<file path="src/rtl/esc_queue_pkg.sv">
// Package: shared widths, status codes and the queue entry type for the
// coprocessor instruction queue tracker.
package esc_queue_pkg;
    localparam int ADDR_W = 20;
    localparam int BYTE_W = 8;
    localparam int PTR_W  = 32;
    localparam logic [4:0] ESC_PREFIX = 5'b11011;

    typedef enum logic [1:0] {
        QS_IDLE  = 2'b00,
        QS_FIRST = 2'b01,
        QS_FLUSH = 2'b10,
        QS_NEXT  = 2'b11
    } qstat_e;

    typedef struct packed {
        logic [ADDR_W-1:0] addr;
        logic [BYTE_W-1:0] data;
    } qent_t;
endpackage

</file>
<file path="src/rtl/shadow_fifo.sv">
// shadow_fifo: circular FIFO of instruction bytes with their fetch addresses.
// Assumes: pop is raised only when the caller wants the head removed; a pop on
// an empty queue is ignored. Flush wins over push and pop in the same cycle.
module shadow_fifo
    import esc_queue_pkg::*;
#(
    parameter int DEPTH = 6
) (
    input  logic  clk,
    input  logic  rst_n,
    input  logic  flush,
    input  logic  push,
    input  qent_t push_ent,
    input  logic  pop,
    output qent_t head_ent,
    output logic  head_vld
);
    localparam int PW = (DEPTH > 1) ? $clog2(DEPTH) : 1;
    localparam int CW = $clog2(DEPTH + 1);
    localparam logic [CW-1:0] FULL_CNT = CW'(DEPTH);
    localparam logic [PW-1:0] LAST_IDX = PW'(DEPTH - 1);

    qent_t          mem [DEPTH];
    logic [PW-1:0]  rd_idx, wr_idx;
    logic [CW-1:0]  count;
    logic           do_push, do_pop;

    // Accept a push when there is room or a byte leaves in the same cycle.
    always_comb begin
        do_pop   = pop && (count != '0) && !flush;
        do_push  = push && !flush && ((count != FULL_CNT) || do_pop);
        head_vld = (count != '0);
        head_ent = mem[rd_idx];
    end

    // Storage write; entries need no reset because count gates their use.
    always_ff @(posedge clk) begin
        if (do_push) begin
            mem[wr_idx] <= push_ent;
        end
    end

    // Index and occupancy bookkeeping with wrap at DEPTH-1.
    always_ff @(posedge clk) begin
        if (!rst_n || flush) begin
            rd_idx <= '0;
            wr_idx <= '0;
            count  <= '0;
        end else begin
            if (do_push) begin
                wr_idx <= (wr_idx == LAST_IDX) ? '0 : wr_idx + 1'b1;
            end
            if (do_pop) begin
                rd_idx <= (rd_idx == LAST_IDX) ? '0 : rd_idx + 1'b1;
            end
            unique case ({do_push, do_pop})
                2'b10:   count <= count + 1'b1;
                2'b01:   count <= count - 1'b1;
                default: count <= count;
            endcase
        end
    end

    assert_no_overflow_R2: assert property (@(posedge clk) disable iff (!rst_n)
        count <= FULL_CNT);

    assert_full_drop_R2: assert property (@(posedge clk) disable iff (!rst_n)
        (count == FULL_CNT && push && !pop && !flush) |=> count == FULL_CNT);

    assert_idle_hold_R3: assert property (@(posedge clk) disable iff (!rst_n)
        (!push && !pop && !flush) |=> $stable(count));

    assert_flush_empty_R5: assert property (@(posedge clk) disable iff (!rst_n)
        flush |=> count == '0);
endmodule

</file>
<file path="src/rtl/esc_matcher.sv">
// esc_matcher: follows the host queue-status code, decides when the queue
// head is taken, detects the escape prefix on a first byte and captures the
// following byte together with the instruction pointer.
// Assumes: head_ent is valid whenever head_vld is high.
module esc_matcher
    import esc_queue_pkg::*;
(
    input  logic              clk,
    input  logic              rst_n,
    input  logic [1:0]        q_status,
    input  logic              head_vld,
    input  qent_t             head_ent,
    output logic              pop,
    output logic              flush,
    output logic              esc_hit,
    output logic [BYTE_W-1:0] op_first,
    output logic [BYTE_W-1:0] op_second,
    output logic [PTR_W-1:0]  instr_ptr
);
    qstat_e            qs;
    logic              pending;
    logic [ADDR_W-1:0] pend_addr;
    logic [BYTE_W-1:0] pend_byte;

    // Decode the status code into queue commands.
    always_comb begin
        qs    = qstat_e'(q_status);
        flush = (qs == QS_FLUSH);
        pop   = head_vld && ((qs == QS_FIRST) || (qs == QS_NEXT));
    end

    // Pending-escape tracking, capture and the one-cycle match pulse.
    always_ff @(posedge clk) begin
        if (!rst_n) begin
            pending   <= 1'b0;
            pend_addr <= '0;
            pend_byte <= '0;
            esc_hit   <= 1'b0;
            op_first  <= '0;
            op_second <= '0;
            instr_ptr <= '0;
        end else begin
            esc_hit <= 1'b0;
            unique case (qs)
                QS_FLUSH: pending <= 1'b0;
                QS_FIRST: begin
                    if (head_vld) begin
                        pending   <= (head_ent.data[7:3] == ESC_PREFIX);
                        pend_addr <= head_ent.addr;
                        pend_byte <= head_ent.data;
                    end
                end
                QS_NEXT: begin
                    if (head_vld && pending) begin
                        pending   <= 1'b0;
                        esc_hit   <= 1'b1;
                        op_first  <= pend_byte;
                        op_second <= head_ent.data;
                        instr_ptr <= {pend_addr, pend_byte[2:0], head_ent.data, 1'b0};
                    end
                end
                default: pending <= pending;
            endcase
        end
    end

    assert_pulse_once_R6: assert property (@(posedge clk) disable iff (!rst_n)
        esc_hit |=> !esc_hit);

    assert_hit_after_next_R6: assert property (@(posedge clk) disable iff (!rst_n)
        $rose(esc_hit) |-> $past(q_status) == 2'b11);

    assert_flush_clears_R5: assert property (@(posedge clk) disable iff (!rst_n)
        (q_status == 2'b10) |=> !pending);

    assert_hold_outputs_R8: assert property (@(posedge clk) disable iff (!rst_n)
        (q_status != 2'b11) |=> ($stable(instr_ptr) && $stable(op_second)));
endmodule

</file>
<file path="src/rtl/esc_queue_tracker.sv">
// esc_queue_tracker: top level. Shadows the host prefetch queue from snooped
// fetches and the host's queue-status code, and reports escape instructions.
// Assumes: one fetch strobe and one status code per clock at most.
module esc_queue_tracker
    import esc_queue_pkg::*;
#(
    parameter int DEPTH = 6
) (
    input  logic        clk,
    input  logic        rst_n,
    input  logic        fetch_vld,
    input  logic [7:0]  fetch_byte,
    input  logic [19:0] fetch_addr,
    input  logic [1:0]  q_status,
    output logic        esc_hit,
    output logic [7:0]  op_first,
    output logic [7:0]  op_second,
    output logic [31:0] instr_ptr
);
    qent_t push_ent, head_ent;
    logic  head_vld, pop, flush;

    // Pack the snooped fetch into a queue entry.
    always_comb begin
        push_ent.addr = fetch_addr;
        push_ent.data = fetch_byte;
    end

    shadow_fifo #(.DEPTH(DEPTH)) fifo_i (
        .clk      (clk),
        .rst_n    (rst_n),
        .flush    (flush),
        .push     (fetch_vld),
        .push_ent (push_ent),
        .pop      (pop),
        .head_ent (head_ent),
        .head_vld (head_vld)
    );

    esc_matcher match_i (
        .clk       (clk),
        .rst_n     (rst_n),
        .q_status  (q_status),
        .head_vld  (head_vld),
        .head_ent  (head_ent),
        .pop       (pop),
        .flush     (flush),
        .esc_hit   (esc_hit),
        .op_first  (op_first),
        .op_second (op_second),
        .instr_ptr (instr_ptr)
    );
endmodule

</file>
<file path="config.mk">
export PLATFORM = sky130hd
export DESIGN_NAME = esc_queue_tracker
export DESIGN_NICKNAME = d
export VERILOG_FILES = /design/src/rtl/esc_queue_pkg.sv /design/src/rtl/shadow_fifo.sv /design/src/rtl/esc_matcher.sv /design/src/rtl/esc_queue_tracker.sv
export SDC_FILE = /design/constraint.sdc
export NUM_CORES = 1
export LEC_CHECK = 0
export BUFFER_PORTS_ARGS = -buffer_cell sky130_fd_sc_hd__buf_2
export CORE_MARGIN = 1
export CORE_UTILIZATION = 38
export DETAILED_ROUTE_END_ITERATION = 8
export GPL_TIMING_DRIVEN = 0
export PLACE_DENSITY_LB_ADDON = 0.05
export SYNTH_ARGS = -nofsm -noshare
export SYNTH_HDL_FRONTEND = slang
export SYNTH_HIERARCHICAL = 1
export SYNTH_SLANG_ARGS = --single-unit
</file>
<file path="constraint.sdc">
create_clock -name clk -period 5.2 [get_ports clk]
set_input_delay 0.52 -clock clk [delete_from_list [all_inputs] [get_ports clk]]
set_output_delay 0.52 -clock clk [all_outputs]
set_load 0.01 [all_outputs]
</file>
# Word level (Yosys, flattened, before mapping)

Memory sizes are Yosys's and may differ from the RTL's. A register that Yosys moved wholly into a read port is not among the register bits.
Cells that the tools add are included.

Bits in registers: 86
Latch bits: 0
Bits in writable memories: 168
Memory bits (read-only): 0
Input port bits: 33
Output and inout bits: 49
Memories kept: 1

Add/sub/neg operators: 4
$mul: 0
Div/mod/pow operators: 0
$lt $le $gt $ge: 0
Eq/ne operators: 11
Shift-type cells: 0
Mux-type cells: 11
Bitwise operators: 0
Reductions and logical operators: 18

Memories:

| name       | depth | width | read ports | clocked after memory_dff | wr ports | line              | RTL |
|---|---|---|---|---|---|---|---|
| fifo_i.mem | 6     | 28    | 1          | 1                        | 1        | shadow_fifo.sv:23 | `qent_t mem [DEPTH];` |

Operators with widths:

| cell                                              | count |
|---|---|
| 2-to-1 mux 3 bit                                  | 4 |
| adder 3 x 1 -> 3 bit (second input constant)      | 3 |
| == test 2 bit (second input constant)             | 3 |
| == test 3 bit (second input constant)             | 2 |
| logical AND 1 bit                                 | 6 |
| case mux 3 bit (2 select lines)                   | 1 |
| AND reduction 2 bit                               | 3 |
| nonzero test 3 bit                                | 2 |
| == test 5 bit (second input constant)             | 1 |
| 2-to-1 mux 1 bit                                  | 5 |
| == test 2 x 1 -> 1 bit (second input constant)    | 2 |
| logical OR 1 bit                                  | 3 |
| != test 3 bit (second input constant)             | 1 |
| case mux 1 bit (3 select lines)                   | 1 |
| AND reduction 3 bit                               | 1 |
| subtractor 3 x 1 -> 3 bit (second input constant) | 1 |
| logical NOT 1 bit                                 | 2 |
| != test 2 x 1 -> 1 bit (second input constant)    | 1 |
| != test 2 bit (second input constant)             | 1 |
| nonzero test 2 bit                                | 1 |

# Logic depth before layout (Yosys ltp)

Gate-level depths: netlist of the first run.

Depth after elaboration: 9
Mapped depth: 12
Depth with buffers taken out: 11

# Hierarchy

Netlist of the first run, hierarchy kept.

By module, submodules not included:

| module      | times used | cells each | area an instance (um^2) |
|---|---|---|---|
| shadow_fifo | 1          | 364        | 6894.1 |
| esc_matcher | 1          | 303        | 2596.2 |

# Worst setup path after synthesis of the first run

No wires, ideal clock.

Kind: register to register
Start point: register fifo_i.count[1]
End point: memory fifo_i/mem[0][0] (netlist name), enable pin
Library setup time: 0.454 ns
Arrival: 3.477 ns
Slack: 1.269 ns
Stages on the path, launching flop included: 8
Period minus slack after synthesis: 3.931 ns
Path through: dfxtp_1 or3_1 buf_2 nand2_1 inv_1 and4bb_4 nor3_1 nor3b_1

Cells in the longest elaborated chain, start to end: 8

RTL lines:

| what                                   | line                    | RTL |
|---|---|---|
| from (decl)                            | shadow_fifo.sv:25       | `logic [CW-1:0] count;` |
| from (signal assigned)                 | shadow_fifo.sv:57       | `2'b10: count <= count + 1'b1;` |
| from (signal assigned)                 | shadow_fifo.sv:58       | `2'b01: count <= count - 1'b1;` |
| from (signal assigned)                 | shadow_fifo.sv:59       | `default: count <= count;` |
| nonzero test 3 bit                     | shadow_fifo.sv:32       | `head_vld = (count != '0);` |
| named net head_vld                     | esc_queue_tracker.sv:21 | `logic head_vld, pop, flush;` |
| logical AND 1 bit                      | esc_matcher.sv:29       | `pop = head_vld && ((qs == QS_FIRST) \|\| (qs == QS_NEXT));` |
| named net pop                          | esc_queue_tracker.sv:21 |  |
| logical AND 1 bit (2 in a row)         | shadow_fifo.sv:30       | `do_pop = pop && (count != '0) && !flush;` |
| logical OR 1 bit                       | shadow_fifo.sv:31       | `do_push = push && !flush && ((count != FULL_CNT) \|\| do_pop);` |
| logical AND 1 bit                      | shadow_fifo.sv:31       |  |
| 2-to-1 mux 1 bit                       | shadow_fifo.sv:38       | `if (do_push) begin` |
| 2-to-1 mux 1 bit (not written as such) | shadow_fifo.sv:39       | `mem[wr_idx] <= push_ent;` |
| to (decl)                              | shadow_fifo.sv:23       |  |

The timed path passes the listed nets, and every way through them passes these cells.

# Worst setup path after layout of the first run

Start point: register fifo_i.count[2]
End point: memory fifo_i/mem[1][25] (netlist name), enable pin

The elaborated chain is that of the path after synthesis.

==> results of run 1 <==
[worst min path at each step]
stage / endpoint / slack (ns) / cells past startpoint
2_1_floorplan: match_i/instr_ptr[12]$_SDFFE_PN0P_ / 0.43 / 2
3_3_place_gp: match_i/pend_byte[0]$_SDFFE_PN0P_ / 0.44 / 2
3_5_place_dp: match_i/instr_ptr[17]$_SDFFE_PN0P_ / 0.44 / 2
4_1_cts: fifo_i/mem[5][20]$_DFFE_PP_ / 0.20 / 1
5_1_grt: fifo_i/mem[1][20]$_DFFE_PP_ / 0.21 / 1
6_report: fifo_i/mem[1][20]$_DFFE_PP_ / 0.23 / 1
[cell usage after synthesis, drive strengths merged (2+ instances only)]
cell type / instances
inv: 5
nor2: 32
nor3: 6
nor3b: 2
mux4: 28
buf: 34
nand2b: 4
nand2: 137
clkbuf: 14
mux2i: 28
a21oi: 34
dfxtp: 78
a21boi: 64
or3: 4
edfxtp: 168
nand3: 4
and3b: 2
or3b: 2
[power by group]
part,switching [W],leakage [nW],internal [W]
clock,0.000736,0.400,0.00105
sequential,0.0000124,2.16,0.00213
combinational,0.0000996,1.33,0.0000662
total,0.000848,3.88,0.00324
[flip-flops by register name, indices dropped and copies added, names as in the netlist, named ones only]
register,flops
fifo_i/count,3
fifo_i/mem,168
fifo_i/rd_idx,3
fifo_i/wr_idx,3
match_i/esc_hit,1
match_i/instr_ptr,21
match_i/op_first,8
match_i/op_second,7
match_i/pend_addr,20
match_i/pend_byte,8
match_i/pending,1
[routing by layer]
layer  routed length (um)  global-route usage [%]  up-vias
met2                 9980                    28.5      116
met1                 9070                    21.2     2660
met4                  278                    3.64        2
li1                     -                       -     2646
met3                  930                    2.96       26
met5                    8                       0        -
[stage by stage]
| step | worst slack, ns | area, um2 |
|---|---|---|
| after floorplan | 1.27 | 9490 |
| after global placement | -0.999 | 10300 |
| after detailed placement | 2.14 | 10500 |
| after CTS | 2.12 | 11300 |
| after global routing | 1.98 | 11300 |
| final | 2.18 | 11300 |
[final cells by class]
cell class	count	area, um2
clock buffers	31	691
plain buffers	48	309
clock inverters	17	140
repair buffers	90	541
fillers	2256	13100
flip-flops and latches	246	6610
inverters	5	18.8
multi-input cells	368	2580
well taps	324	405
[cells by family after synthesis]
family | after synthesis | share of synthesized area, %
AND/OR/NAND/NOR | 204 | 9.49
AO/OA/AOI/OAI | 104 | 7.41
adder cells (fa/ha/maj) | 1 | 0.211
other | 1 | 0.0395
flip-flops | 246 | 69.6
XOR/XNOR | 2 | 0.185
buffers and inverters | 53 | 3.45
multiplexers | 56 | 9.60
==> metrics.yaml, run 1 <==
status: "finished, final reports clean"
skew_ns: 0.0161
dp_hpwl_mm: 14.1
tns_ns: 0
path_cells: "or3_1 -> buf_2 -> nand2_1 -> inv_1 -> and4bb_4 -> or3b_4 -> or3_4 -> inv_2"
cts_max_path_buffers: 3
first_global_vias: 5683
final_core_util_pct: 46.3
synth_cell_types: 48
min_period_ns: 3.02
cts_htree_levels: 1
final_common_cell: "edfxtp_1"
required_ns: 5.35
drc: 0
holdCritPathClass: "in2reg"
start_util_pct: 38.9
critical_path_depth: 8
clk_pin_slew_worst_paths_ns: 0.06
nets: 820
io_buffers: 80
syn_nets: 701
leakage_nw: 3.88
reg2reg_depth: 8
syn_area_um2: 9490
die_y_um: 160
postCtsSetupBuffers: 0
crit_buf_inv: 3
slowest_delay_ns: 0.56
wirelength_mm: 20.3
clock_latency_ns: 0.53
root_buffer: "clkbuf_16"
cts.sinks: 246
die-area_um2: 25600
final_cell_mix: "edfxtp_1, nand2_1, buf_2, dfxtp_1, a21boi_1"
r2r-end: "fifo_i/mem[1][25]$_DFFE_PP_"
vias_per_cell: 4.83
post_cts_resized: 0
place_inst: 1081
synth-main-ff-cell: "edfxtp_1"
drt_pass1_iterations: 4
core_area_um2: 24400
syn_avg_cell_area_um2: 14.2
ys_seq_area_share_pct: 69.6
grt_pass1_wl_mm: 32.2
path_delay_family: "simple AND/OR/NAND/NOR gates"
hold-worst-slack_ns: 0.228
synth.top_cell.area_share_pct: 53.2
critPathArrivalTime_ns: 3.16
end_kind: "flop"
reg2reg_from: "fifo_i/count[2]$_SDFFE_PP0P_"
r2r_slack_ns: 2.18
finalCritPeriodShare_pct: 58.0
track_usage_pct: 16.3
worstSetupEndpoint: "fifo_i/mem[1][25]$_DFFE_PP_"
syn_to_final_growth_pct: 19.0
slew_viol_final: 0
instances_no_fill: 1129
wl_per_cell_um: 18.0
relSlewSlack_pct: 48.7
synth_area_leaders: "edfxtp_1, dfxtp_1, mux4_2"
cts_buffers: 27
powerDensity_nw_per_um2: 362
finalWeightedCongestion: 0.747
cts_tree: "yes"
drt_iter0_markers: 314
yosys.area.top_type: "edfxtp_1"
overflow: 0
crit_type: "reg2reg"
die_x_um: 160
postSynthCellCount: 667
synthArstFlopShare_pct: 0
peakVddDrop_mv: 0.212
n_antenna_cell: 0
min_from: "fetch_addr[12]"
cp_slowest_cell: "inv_2"
cap_violations: 0
rows: 57
postRouteAntennaNets: 0
power_w: 0.00409
drive_above_1_share_pct: 25.3
cts_hold_buffers: 0
ys_warn_count: 6
ys_seq_elements: 246
synth_edf_count: 168
setup_viol: 0
vias: 5450
grt_max_degree: 29
antenna_found_initial: 1
startpoint: "fifo_i/count[2]$_SDFFE_PP0P_"
rsz0062_at_grt: "no"
tightest_slew_ns: 0.768
path_max_fanout: 28
hold_viol_final: 0
critPathLaunchType: "flop"
ios: 82
fmax_mhz: 332
Power figures use the tool's default switching activity.
==> run 2: changes to the inputs <==
==> constraint.sdc (replaced) <==
create_clock -name clk -period 2.51 [get_ports clk]
set_input_delay 0.251 -clock clk [delete_from_list [all_inputs] [get_ports clk]]
set_output_delay 0.251 -clock clk [all_outputs]
set_load 0.01 [all_outputs]
==> run 2 against run 1 <==
Clock power increased by 110%. Sequential cell count unchanged. Cell count increased by 3.3%. Highest routed layer is now met4. Sequential power increased by 110%. Wire length increased by 10%. Cell area increased by 4.6%. Largest power group unchanged. Critical endpoint is now fifo_i/mem[1][14]$_DFFE_PP_. Worst hold slack got worse by 0.069 ns.
==> metrics.yaml, run 2 (synthesis gave the netlist of run 1 again) <==
die_y_um: 160
dp_hpwl_mm: 14.1
tightest_slew_ns: 0.650
leakage_nw: 4.08
cts_buffers: 27
largestRegisters: "fifo_i/mem: 168 flops, match_i/instr_ptr: 21 flops, match_i/pend_addr: 20 flops"
fill_cells: 2195
internal_power_w: 0.00669
clk_pin_slew_worst_paths_ns: 0.06
cap_violations: 0
status: "finished, final reports clean"
nets: 854
required_ns: 2.77
holdCritPathClass: "in2reg"
pwr-share-comb_pct: 5.0
critPathArrivalTime_ns: 2.70
track_usage_pct: 18.0
multi_input_area_um2: 2660
final_common_cell: "edfxtp_1"
min_period_ns: 2.44
fmax_mhz: 410
wl_per_cell_um: 19.2
crit_type: "reg2reg"
postRouteAntennaNets: 0
syn_to_final_growth_pct: 24.5
finalWeightedCongestion: 0.748
ios: 82
antenna_found_initial: 1
path_max_fanout: 8
peakVddDrop_mv: 0.547
finish.instance_area_um2: 11800
final_cell_mix: "edfxtp_1, nand2_1, buf_2, dfxtp_1, a21boi_1"
vias_per_cell: 4.92
root_buffer: "clkbuf_16"
setup_viol: 0
io_buffers: 80
skew_ns: 0.0237
hold_viol_final: 0
post_dp_cell_area_um2: 10500
final_core_util_pct: 48.4
power_w: 0.00851
slew_viol_final: 0
p_sw_share_pct: 21.4
drc: 0
wirelength_mm: 22.4
drive_above_1_share_pct: 27.0
tns_ns: 0
core_area_um2: 24400
drt_pass1_iterations: 5
regMostFlops: "fifo_i/mem"
grt_max_degree: 29
grt_pass1_wl_mm: 34.4
clock_latency_ns: 0.54
clkPwrFrac_pct: 43.0
critPathLaunchType: "flop"
relSlewSlack_pct: 56.6
slowest_delay_ns: 0.40
rows: 57
drt_iter0_markers: 384
path_cells: "or3_1 -> buf_6 -> nand2_1 -> inv_2 -> and4bb_4 -> or3b_4 -> or3_4 -> buf_6 -> clkinvlp_4 -> buf_12"
cts.sinks: 246
die-area_um2: 25600
start_util_pct: 38.9
seqPwrFrac_pct: 52.1
overflow: 0
powerDensity_nw_per_um2: 721
cts_tree: "yes"
cp_slowest_cell: "or3_4"
cts_max_path_buffers: 3
regArea_um2: 6610
hold-worst-slack_ns: 0.160
crit_top_cell: "buf_6"
finalCritPeriodShare_pct: 97.3
end_kind: "flop"
largest_reg_flops: 168
die_x_um: 160
first_global_vias: 5792
cts_htree_levels: 1
vias: 5736
power.switching_w: 0.00182
==> run 2: cell types whose count changed in the layout (fill, tap and decap cells not counted), moves of 3 or more <==
cell / change
a21oi_2: +4
clkinv_2: +3
buf_12: +5
dfxtp_1: -3
a21oi_1: -4
dlygate4sd3_1: +28
==> run 2: final cells by class <==
| type | count | share of cell area [%] |
|---|---|---|
| Timing Repair inverter | 1 | 0.0636 |
| Timing Repair Buffer | 124 | 8.13 |
| Sequential cell | 246 | 56.0 |
| Clock inverter | 18 | 0.953 |
| Tap cell | 324 | 3.43 |
| Antenna cell | 1 | 0.0212 |
| Buffer | 46 | 2.69 |
| Clock buffer | 32 | 5.96 |
| Multi-Input combinational cell | 369 | 22.6 |
| Inverter | 5 | 0.212 |
==> run 2: power groups by stage <==
stage	Combinational, W	Clock [W]	Sequential, W
final	0.000422	0.00366	0.00443
after detailed placement	0.000351	0	0.00452
after floorplan	0.000205	0	0.00451
after CTS	0.000422	0.00376	0.00443
after global routing	0.000463	0.00392	0.00444
after global placement	0.000334	0	0.00451
==> run 2: stage by stage <==
step | instances | setup slack (ns)
2_1_floorplan | 667 | 0.00639
3_3_place_gp | 1071 | -0.798
3_5_place_dp | 1077 | -0.459
4_1_cts | 1164 | 0.0101
5_1_grt | 1166 | -0.00168
6_report | 1166 | 0.0686
==> run 2: timing repair <==
item / CTS / global route
pin swaps: 5 / 2
gates cloned: 3 / 0
resized for setup: 18 / 9
setup buffers: 8 / 1
hold buffers: 28 / 0
hold endpoints to repair: 168 / 0
endpoints found under the setup margin: 90 / 45
==> run 2: metal layers <==
layer	GRT usage (%)	vias to the layer above	part of all wire (%)
li1	-	2720	-
met1	24.1	2848	45
met3	2.78	34	4.4
met4	4.16	0	2.5
met5	0	-	0
met2	30.7	134	48
==> run 2: critical path: cells and delay by family (launching register included) <==
family                 cells  cell delay, ns
DFF                        1            0.37
and+or+nand+nor            5            1.21
buffers and inverters      5            0.58
==> run 2: final timing paths <==
kind	from	to	slack (ns)	depth (start not counted)
setup reg to reg	fifo_i/count[1]$_SDFFE_PP0P_	fifo_i/mem[1][14]$_DFFE_PP_	0.07	10
hold / removal	rst_n	match_i/pending$_SDFFE_PN0P_	0.16	4
setup / recovery	fifo_i/count[1]$_SDFFE_PP0P_	fifo_i/mem[1][14]$_DFFE_PP_	0.07	10
hold reg to reg	match_i/pend_addr[15]$_SDFFE_PN0P_	match_i/instr_ptr[27]$_SDFFE_PN0P_	0.45	2
